===== src/rtl/gpio_irq_pkg.sv =====
package gpio_irq_pkg;

  localparam int CODE_W = 3;

  typedef enum logic [CODE_W-1:0] {
    TRIG_FALL = 3'b000,
    TRIG_RISE = 3'b001,
    TRIG_LOW  = 3'b010,
    TRIG_HIGH = 3'b011,
    TRIG_BOTH = 3'b100
  } trig_code_e;

  // True when a sample step from 'was' to 'now' satisfies the trigger code.
  function automatic logic trig_match(input logic [CODE_W-1:0] code,
                                      input logic was,
                                      input logic now);
    logic moved;
    logic r;
    moved = was ^ now;
    if (code[CODE_W-1]) begin
      r = moved;
    end else begin
      case (trig_code_e'(code))
        TRIG_FALL: r = moved & ~now;
        TRIG_RISE: r = moved &  now;
        TRIG_LOW:  r = moved & ~now;
        TRIG_HIGH: r = moved &  now;
        default:   r = moved;
      endcase
    end
    return r;
  endfunction

endpackage


===== src/rtl/gpio_irq_sync.sv =====
module gpio_irq_sync #(
  parameter int WIDTH  = 32,
  parameter int STAGES = 2
) (
  input  logic             clk,
  input  logic             rst,
  input  logic [WIDTH-1:0] d_i,
  output logic [WIDTH-1:0] q_o
);

  localparam int LAST = STAGES - 1;

  logic [STAGES-1:0][WIDTH-1:0] chain_q;

  always_ff @(posedge clk) begin
    if (rst) begin
      chain_q <= '0;
    end else begin
      chain_q[0] <= d_i;
      for (int k = 1; k < STAGES; k++) begin
        chain_q[k] <= chain_q[k-1];
      end
    end
  end

  assign q_o = chain_q[LAST];

endmodule


===== src/rtl/gpio_irq_sample.sv =====
module gpio_irq_sample #(
  parameter int WIDTH = 32
) (
  input  logic             clk,
  input  logic             rst,
  input  logic [WIDTH-1:0] sync_i,
  input  logic [WIDTH-1:0] dir_i,
  input  logic [WIDTH-1:0] freeze_i,
  output logic [WIDTH-1:0] smp_q_o,
  output logic [WIDTH-1:0] smp_next_o
);

  logic [WIDTH-1:0] hold;
  logic [WIDTH-1:0] smp_q;

  // Only input pins honour the freeze mask.
  assign hold       = freeze_i & ~dir_i;
  assign smp_next_o = (hold & smp_q) | (~hold & sync_i);

  always_ff @(posedge clk) begin
    if (rst) smp_q <= '0;
    else     smp_q <= smp_next_o;
  end

  assign smp_q_o = smp_q;

endmodule


===== src/rtl/gpio_irq_eval.sv =====
module gpio_irq_eval
  import gpio_irq_pkg::*;
#(
  parameter int WIDTH = 32
) (
  input  logic [WIDTH-1:0] smp_q_i,
  input  logic [WIDTH-1:0] smp_next_i,
  input  logic [WIDTH-1:0] dir_i,
  input  logic [WIDTH-1:0] en_i,
  input  logic [WIDTH-1:0] sens0_i,
  input  logic [WIDTH-1:0] sens1_i,
  input  logic [WIDTH-1:0] sens2_i,
  output logic [WIDTH-1:0] hit_o
);

  for (genvar n = 0; n < WIDTH; n++) begin : g_pin
    logic [CODE_W-1:0] code;
    logic              armed;
    assign code     = {sens2_i[n], sens1_i[n], sens0_i[n]};
    assign armed    = en_i[n] & ~dir_i[n];
    assign hit_o[n] = armed & trig_match(code, smp_q_i[n], smp_next_i[n]);
  end

endmodule


===== src/rtl/gpio_irq_status.sv =====
module gpio_irq_status #(
  parameter int WIDTH = 32
) (
  input  logic             clk,
  input  logic             rst,
  input  logic [WIDTH-1:0] hit_i,
  input  logic             clr_en_i,
  input  logic [WIDTH-1:0] clr_data_i,
  output logic [WIDTH-1:0] status_o,
  output logic             irq_o
);

  logic [WIDTH-1:0] clr_mask;
  logic [WIDTH-1:0] status_q;
  logic [WIDTH-1:0] status_d;
  logic             irq_q;

  assign clr_mask = clr_en_i ? clr_data_i : '0;
  // A new hit is merged after the clear, so it survives a collision.
  assign status_d = (status_q & ~clr_mask) | hit_i;

  always_ff @(posedge clk) begin
    if (rst) begin
      status_q <= '0;
      irq_q    <= 1'b0;
    end else begin
      status_q <= status_d;
      irq_q    <= |status_d;
    end
  end

  assign status_o = status_q;
  assign irq_o    = irq_q;

endmodule


===== src/rtl/gpio_irq_detect.sv =====
module gpio_irq_detect #(
  parameter int NUM_PINS    = 32,
  parameter int SYNC_STAGES = 2
) (
  input  logic                clk,
  input  logic                rst,
  input  logic [NUM_PINS-1:0] pin_i,
  input  logic [NUM_PINS-1:0] dir_i,
  input  logic [NUM_PINS-1:0] freeze_i,
  input  logic [NUM_PINS-1:0] en_i,
  input  logic [NUM_PINS-1:0] sens0_i,
  input  logic [NUM_PINS-1:0] sens1_i,
  input  logic [NUM_PINS-1:0] sens2_i,
  input  logic                clr_en_i,
  input  logic [NUM_PINS-1:0] clr_data_i,
  output logic [NUM_PINS-1:0] status_o,
  output logic                irq_o
);

  logic [NUM_PINS-1:0] pin_sync;
  logic [NUM_PINS-1:0] smp_q;
  logic [NUM_PINS-1:0] smp_next;
  logic [NUM_PINS-1:0] hit;

  gpio_irq_sync #(.WIDTH(NUM_PINS), .STAGES(SYNC_STAGES)) u_sync (
    .clk (clk),
    .rst (rst),
    .d_i (pin_i),
    .q_o (pin_sync)
  );

  gpio_irq_sample #(.WIDTH(NUM_PINS)) u_sample (
    .clk        (clk),
    .rst        (rst),
    .sync_i     (pin_sync),
    .dir_i      (dir_i),
    .freeze_i   (freeze_i),
    .smp_q_o    (smp_q),
    .smp_next_o (smp_next)
  );

  gpio_irq_eval #(.WIDTH(NUM_PINS)) u_eval (
    .smp_q_i    (smp_q),
    .smp_next_i (smp_next),
    .dir_i      (dir_i),
    .en_i       (en_i),
    .sens0_i    (sens0_i),
    .sens1_i    (sens1_i),
    .sens2_i    (sens2_i),
    .hit_o      (hit)
  );

  gpio_irq_status #(.WIDTH(NUM_PINS)) u_status (
    .clk        (clk),
    .rst        (rst),
    .hit_i      (hit),
    .clr_en_i   (clr_en_i),
    .clr_data_i (clr_data_i),
    .status_o   (status_o),
    .irq_o      (irq_o)
  );

endmodule


===== config.mk =====
export PLATFORM = sky130hd
export DESIGN_NAME = gpio_irq_detect
export DESIGN_NICKNAME = d
export VERILOG_FILES = /design/src/rtl/gpio_irq_pkg.sv /design/src/rtl/gpio_irq_sync.sv /design/src/rtl/gpio_irq_sample.sv /design/src/rtl/gpio_irq_eval.sv /design/src/rtl/gpio_irq_status.sv /design/src/rtl/gpio_irq_detect.sv
export SDC_FILE = /design/constraint.sdc
export NUM_CORES = 1
export LEC_CHECK = 0
export ABC_AREA = 1
export BUFFER_PORTS_ARGS = -buffer_cell sky130_fd_sc_hd__buf_2
export CAP_MARGIN = 15
export CORE_MARGIN = 5
export CORE_UTILIZATION = 50
export DETAILED_ROUTE_END_ITERATION = 10
export HOLD_SLACK_MARGIN = 0.05
export PLACE_DENSITY = 0.86
export SYNTH_ARGS = -nofsm -noshare
export SYNTH_HDL_FRONTEND = slang
export SYNTH_SLANG_ARGS = --single-unit

===== constraint.sdc =====
create_clock -name clk -period 2.8 [get_ports clk]
set_clock_uncertainty 0.15 [all_clocks]
set_input_delay 0.56 -clock clk [delete_from_list [all_inputs] [get_ports clk]]
set_output_delay 0.56 -clock clk [all_outputs]
set_load 0.02 [all_outputs]

# After elaboration in Yosys (flattened, before gate mapping)
# Index checks and enable logic that the tools add are counted.
dict set report totals {
  reg_bits 129
  latchBits 0
  ram_bits 0
  romBits 0
  output_inout_bits 33
  mem_count 0
}
dict set report op_classes {
  addsub 0
  multipliers 0
  div_mod_pow 0
  order_cmp 0
  n_eq_ne 96
  shift 0
  n_mux 65
  n_bitwise 233
  n_reduce_logical 97
}
# op count
set ops {}
lappend ops {{3-bit by 2-bit == test with 1-bit output (second input constant)} 64}
lappend ops {{1-bit bitwise AND} 128}
lappend ops {{32-bit bitwise AND} 4}
lappend ops {{2-bit OR reduction} 64}
lappend ops {{3-bit by 1-bit == test with 1-bit output (second input constant)} 32}
lappend ops {{3-bit zero test} 32}
lappend ops {{32-bit inverter} 3}
lappend ops {{1-bit inverter} 64}
lappend ops {{32-bit OR} 2}
lappend ops {{1-bit case mux with 2 select lines} 32}
lappend ops {{1-bit 2-to-1 mux} 32}
lappend ops {{32-bit 2-to-1 mux} 1}
lappend ops {{32-bit OR reduction} 1}
lappend ops {{1-bit bitwise XOR} 32}

# Longest topological paths before layout
# Gate-level depths: netlist (run 1).
dict set report depth {
  depth_word 12
  ltp_mapped 14
  ltp_nobuf 14
}

# By module
# A second synthesis (run 1) with hierarchy kept.
dict set report unflattened {
  cells_unflattened 1202
  area_unflattened_um2 7073.0
}
# mod n_inst cells_per_inst area_each_um2 seq_area_each_um2
set modules_own_cells {}
lappend modules_own_cells {gpio_irq_sync 1 231 2080.7 1281.2}
lappend modules_own_cells {gpio_irq_sample 1 323 1795.5 640.6}
lappend modules_own_cells {gpio_irq_eval 1 416 1721.7 0.0}
lappend modules_own_cells {gpio_irq_status 1 232 1475.2 660.6}

# Worst setup path after synthesis (run 1)
# No wires, ideal clock.
dict set report synth_timing {
  path_kind {in2reg}
  from {input port sens2_i[15]}
  to {register u_status.irq_q (netlist: u_status.irq_o)}
  arrival_ns 1.354
  path_slack_ns 1.168
  cell_stages 11
  n_path_buf 0
  cell_sequence {or2_0 -> nand4_1 -> nand2_1 -> nand2_1 -> nand2_1 -> nor2_1 -> nand2_1 -> nor2_1 -> nand2_1 -> nor2_1 -> nor2_1}
}
dict set report synth_via {
  elab_chain_len 7
}
# element line
set synth_rtl {}
lappend synth_rtl {{start: declaration} gpio_irq_detect.sv:13} ;# input logic [NUM_PINS-1:0] sens2_i,
lappend synth_rtl {{3-bit by 1-bit == test with 1-bit output, or another cell as far along} gpio_irq_pkg.sv:23} ;# case (trig_code_e'(code))
lappend synth_rtl {{2-bit OR reduction (no source line)} -}
lappend synth_rtl {{1-bit case mux with 2 select lines} gpio_irq_pkg.sv:23}
lappend synth_rtl {{1-bit 2-to-1 mux (*)} gpio_irq_pkg.sv:20} ;# if (code[CODE_W-1]) begin
lappend synth_rtl {{1-bit bitwise AND (*)} gpio_irq_eval.sv:21} ;# assign hit_o[n] = armed & trig_match(code, smp_q_i[n], smp_next_i[n]);
lappend synth_rtl {{32-bit OR (*)} gpio_irq_status.sv:20} ;# assign status_d = (status_q & ~clr_mask) | hit_i;
lappend synth_rtl {{32-bit OR reduction (*)} gpio_irq_status.sv:28} ;# irq_q <= |status_d;
lappend synth_rtl {{end signal: assignment} gpio_irq_status.sv:28}
lappend synth_rtl {{end: declaration} gpio_irq_status.sv:16} ;# logic irq_q;
# Mark *: on every way between the ends. The rest lies on a longest branch, timed or not.
# A chain may end at the register's enable or synchronous reset.

# Final worst setup path (run 1)
dict set report layout_timing {
  from {input port clr_en_i}
  to {register u_status.irq_q (netlist: u_status.irq_o)}
}
dict set report layout_via {
  elab_chain_len 5
}
# element line
set layout_rtl {}
lappend layout_rtl {{start: declaration} gpio_irq_detect.sv:14} ;# input logic clr_en_i,
lappend layout_rtl {{32-bit 2-to-1 mux} gpio_irq_status.sv:18} ;# assign clr_mask = clr_en_i ? clr_data_i : '0;
lappend layout_rtl {{32-bit inverter} gpio_irq_status.sv:20}
lappend layout_rtl {{32-bit bitwise AND} gpio_irq_status.sv:20}
lappend layout_rtl {{32-bit OR} gpio_irq_status.sv:20}
lappend layout_rtl {{32-bit OR reduction} gpio_irq_status.sv:28}
# No other way between the ends.

==> results.yml, run 1 <==
synth:
  netlist_area_um2: 5960
  synth.top_cell.area_share: 0.434
  yosysTopAreaCell: "dfxtp_1"
  netlist_top_cells_area: "dfxtp_1 (43%), nand2_1 (15%), inv_1 (15%), nor2_1 (9.3%), nand4_1 (6.3%)"
  yosys_warnings: 0
  synth.avg_cell_area_um2: 6.46
  syn_nets: 1181
  yosysUniqueCellTypes: 15
  seq_area_frac_synth: 0.434
  synth_cells: 922
  synth_seq_cells: 129
cts:
  cts_buffers: 17
  ctsLongestPathBuffers: 2
  clock_sinks: 129
  path_clk_slew_ns: 0.05
  cts-resized-gates: 0
  htreeDepth: 4
  root_buffer: "clkbuf_16"
  insertion_delay_ns: 0.41
  post-cts-setup-buffers: 0
  holdBufCountCts: 0
  cts_tree: "yes"
die:
  fp.dieH_um: 119
  initial_core_util: 0.515
  dieArea_um2: 14200
  die-width_um: 119
  coreArea_um2: 11600
  io_pins: 292
  row_count: 39
global_route:
  grt_usage: 0.215
  antenna_found_initial: 2
  grt_pass1_vias: 5842
  overflow: 0
  grt_pass1_wl_mm: 24.9
  grt_max_degree: 55
finish:
  layout_commonest_cell: "buf_2"
  finalNonFillerCells: 1342
  area_delta_synth_final_pct: 34.1
  fillers: 1012
  nets: 1445
  fin_util: 0.690
  n_antenna_cell: 0
  layout_common_cells: "buf_2 (258), nand2_1 (241), inv_1 (231)"
  drive_gt1_frac: 0.244
place:
  placed_cells: 1310
  gp_congestion: 0.847
  post-dp-hpwl_mm: 12.0
  port-buffer-count: 259
power_and_ir_drop:
  power_density_nw_per_um2: 580
  max-vdd-ir-drop_uv: 321
  p_int_w: 0.00357
  total_power_w: 0.00464
  net-switching-power_w: 0.00107
  total_leakage_power_nw: 4.59
  pwr-share-clk: 0.462
  seqPwrFrac: 0.423
  switching_share: 0.231
  p_comb_frac: 0.116
timing:
  worst_pin_slew_ns: 0.612
  slew_headroom: 0.592
  rsz0062_at_grt: "no"
  holdWs_ns: 0.201
  setup_viol: 0
  setup_tns_ns: 0
  fmax_mhz: 575
  period_needed_ns: 1.74
  slew_viol_final: 0
  fin_crit_sh: 0.621
  hold_viol: 0
detailed_routing:
  num_vias: 6142
  via_per_inst: 4.58
  drt-total-wl_mm: 15.3
  wl_per_cell_um: 11.4
  drtPass1Iterations: 5
  postRouteAntennaNets: 0
  drtIter0Drc: 264
  drc: 0
setup_path:
  end_kind: "flop"
  path_max_fanout: 18
  required_ns: 2.92
  critPathLaunchType: "primary input"
  arrival_ns: 1.86
  crit_type: "primary input to flop"
status:
  status: "finished, final reports clean"
run:
  cap_viol_max_count: 0
hold_path:
  worstHoldPathType: "primary input to flop"
## power groups by stage
stage               clock network (W)  registers [W]  logic (W)
floorplan                           0        0.00201   0.000276
global placement                    0        0.00199   0.000523
detailed placement                  0        0.00200   0.000538
CTS                           0.00219        0.00196   0.000543
global route                  0.00227        0.00197   0.000619
finish                        0.00214        0.00196   0.000536
## critical path: stages
cell	delay, ns
buf_2	0.37
buf_12	0.21
nand2_1	0.06
nand2_1	0.07
nand2_1	0.05
nor2_1	0.16
nand2_1	0.09
nor2_1	0.10
nand2_1	0.05
nor2_1	0.08
nor2_1	0.04
## cell families after synthesis
logic type / count (synthesis) / synth area share
flip-flops: 129 / 0.434
AND/OR/NAND/NOR: 477 / 0.337
AO/OA/AOI/OAI: 68 / 0.0689
buffers and inverters: 248 / 0.160
## flip-flops by register name, indices dropped and copies added (netlist names)
name,count
u_sync.q_o,32
u_status.irq_o,1
u_sample.smp_q_o,32
u_status.status_o,32
u_sync.chain_q,32
## cells in the mapped netlist
cell type  instances
a21oi_1           36
buf_1              1
a211oi_1          28
nor2_1           147
or2_1              4
nand4_1           60
inv_1            231
or2_0             18
buf_6              3
dfxtp_1          129
nand2_1          241
nand3_1            3
clkbuf_1          13
nand2_2            4
o21ai_0            4
## through the flow
step,cell area (µm²),worst slack [ns]
after global placement,7410,0.626
after detailed placement,7410,0.602
after CTS,7990,1.04
after floorplan,5960,1.17
after global routing,7990,0.914
final,7990,1.06
## per-layer routing
metal,global-route usage,part of all wire,vias to the layer above
li1,-,-,3302
met5,0,0.0018,-
met4,0.113,0.036,4
met3,0.0602,0.072,47
met2,0.378,0.49,205
met1,0.236,0.40,2584
## area by class of cell
cell class                 instances  area, µm²  share of cell area
multi-input combinational        545       2420               0.303
clock buffer                      27        503              0.0630
tap                              143        179              0.0224
sequential                       129       2580               0.323
timing repair buffer             262       1360               0.170
clock inverter                     5       75.1             0.00940
inverter                         231        867               0.109
## worst paths after layout
| check | startpoint | end | slack, ns | cells past startpoint |
|---|---|---|---|---|
| setup / recovery | clr_en_i | u_status.irq_o$_SDFF_PP0_ | 1.06 | 11 |
| setup reg to reg | u_sync.q_o[2]$_SDFF_PP0_ | u_status.irq_o$_SDFF_PP0_ | 1.20 | 13 |
| hold reg to reg | u_sync.chain_q[22]$_SDFF_PP0_ | u_sync.q_o[22]$_SDFF_PP0_ | 0.25 | 2 |
| hold / removal | pin_i[6] | u_sync.chain_q[6]$_SDFF_PP0_ | 0.20 | 3 |
Note: power is estimated with default switching activity, not from simulation.
==> run 2: changes to the inputs <==
- CORE_UTILIZATION: 50 -> 42
- PLACE_DENSITY: 0.86 -> 0.77
- clock period: 2.8 -> 1.5 ns (I/O delays scaled with it)
==> run 2 against run 1 <==
The run now ends with negative setup slack left. Cell area is 19% higher. Power is 100% higher. Count of clock-buffer cells in the layout is 5 lower. Die area is 17% higher. Setup slack worse by 1.1 ns. Register-to-register slack worse by 1.2 ns. Flip-flop and latch count stayed put.
==> results.yml, run 2 (synthesized netlist as in run 1, its figures left out) <==
status:
  status: "finished with violations"
  violations: "negative setup slack"
place:
  port-buffer-count: 259
  gp_congestion: 0.838
  pre_cts_slack_ns: -0.325
  place_area_um2: 7890
  post-dp-hpwl_mm: 13.2
finish:
  fillers: 1133
  fin_util: 0.686
  nets: 1585
  seqCellArea_um2: 2610
  layout_common_cells: "buf_2 (257), inv_1 (229), nand2_1 (218)"
  fin_area_um2: 9520
  layout_commonest_cell: "buf_2"
  area_delta_synth_final_pct: 59.9
  multi_input_area_um2: 2560
  drive_gt1_frac: 0.318
cts:
  ctsLongestPathBuffers: 2
  insertion_delay_ns: 0.41
  holdBufCountCts: 77
  root_buffer: "clkbuf_16"
  path_clk_slew_ns: 0.06
  htreeDepth: 4
  clock_sinks: 129
  cts_tree: "yes"
  cts_buffers: 17
timing:
  rsz0062_at_grt: "yes"
  holdWs_ns: 0.0383
  period_needed_ns: 1.53
  slew_headroom: 0.847
  setup_viol: 1
  slew_viol_final: 0
  hold_viol: 0
  fmax_mhz: 655
  fin_ws_ns: -0.0268
  fin_crit_sh: 1.02
  worst_pin_slew_ns: 0.228
setup_path:
  end_kind: "flop"
  path_max_fanout: 2
  rrSetupSlack_ns: 0
  arrival_ns: 1.67
  r2r_end: "u_status.status_o[3]$_SDFF_PP0_"
  required_ns: 1.65
  crit_type: "primary input to flop"
  rr_startpoint: "u_sync.q_o[3]$_SDFF_PP0_"
  critPathLaunchType: "primary input"
  worstRegToRegCells: 11
global_route:
  grt_max_degree: 49
  antenna_found_initial: 0
  grt_usage: 0.214
  grt_pass1_vias: 6579
  overflow: 0
  grt_pass1_wl_mm: 28.4
power_and_ir_drop:
  total_power_w: 0.00941
  power_density_nw_per_um2: 988
  max-vdd-ir-drop_uv: 863
  total_leakage_power_nw: 5.26
detailed_routing:
  postRouteAntennaNets: 0
  drc: 0
  num_vias: 6802
  drtIter0Drc: 302
  drt-total-wl_mm: 18.4
  drtPass1Iterations: 4
  via_per_inst: 4.47
  wl_per_cell_um: 12.1
hold_path:
  hp-start: "en_i[0]"
  worstHoldPathType: "primary input to flop"
  hold_end: "u_status.status_o[0]$_SDFF_PP0_"
  holdPathStages: 3
die:
  row_count: 43
  die-width_um: 129
  coreArea_um2: 13900
  io_pins: 292
  dieArea_um2: 16700
  fp.dieH_um: 129
  initial_core_util: 0.429
run:
  cap_viol_max_count: 0
## run 2: cell types whose count changed in the layout (fill, tap and decap cells not counted), sizes merged
cell          change
buf              +64
dlygate4sd3      +74
bufinv            +2
clkbuf            -5
diode             +2
dlymetal6s4s      +2
clkinv            +1
clkinvlp          +2
## run 2: what timing repair did
action | in CTS | in global routing
endpoints found under the setup margin | 1 | 3
pin swaps | 9 | 29
hold endpoints to repair | 60 | 1
resized for setup | 18 | 58
buffers inserted | 5 | 3
gates cloned | 0 | 0
## run 2: final cells by class
cell class	count	share of cell area
clock buffer	22	0.0508
antenna	2	0.000525
clock inverter	10	0.0163
sequential	129	0.274
multi-input combinational	545	0.269
inverter	231	0.0910
timing repair buffer	402	0.275
tap	180	0.0236
## run 2: per-stage QoR
step / TNS, ns / cells
2_1_floorplan: 0 / 922
3_3_place_gp: -0.328 / 1404
3_5_place_dp: -0.325 / 1404
4_1_cts: -0.0146 / 1518
5_1_grt: -0.257 / 1519
6_report: -0.0268 / 1521
## run 2: layer usage
layer  track usage  vias up  wire (µm)
li1              -     3583          -
met3        0.0651       34       1290
met5             0        -          0
met4        0.0710        0        380
met1         0.223     2976       7180
met2         0.405      209       9510
## run 2: worst max-delay path by stage
stage,startpoint,to,slack (ns),depth (start not counted)
floorplan,sens2_i[15],u_status.irq_o$_SDFF_PP0_,0.13,11
global placement,dir_i[2],u_status.irq_o$_SDFF_PP0_,-0.33,15
detailed placement,dir_i[2],u_status.irq_o$_SDFF_PP0_,-0.32,15
CTS,u_sync.q_o[3]$_SDFF_PP0_,u_status.irq_o$_SDFF_PP0_,-0.01,13
global route,u_sync.q_o[20]$_SDFF_PP0_,u_status.irq_o$_SDFF_PP0_,-0.17,13
finish,clr_data_i[3],u_status.irq_o$_SDFF_PP0_,-0.03,11
## run 2: worst max-delay path, cell delays in order
cell	delay (ns)
dlygate4sd3_1	0.53
buf_2	0.11
nand2_1	0.06
nand2_1	0.12
nand2_2	0.08
nor2_4	0.10
nand2_2	0.09
nor2_2	0.09
nand2_1	0.05
nor2_1	0.10
nor2_1	0.04
## run 2: where the power goes
part / leakage, nW / internal [W] / switching (W)
Sequential: 1.07 / 0.00359 / 0.0000755
Combinational: 3.89 / 0.000700 / 0.000654
Clock: 0.312 / 0.00295 / 0.00145
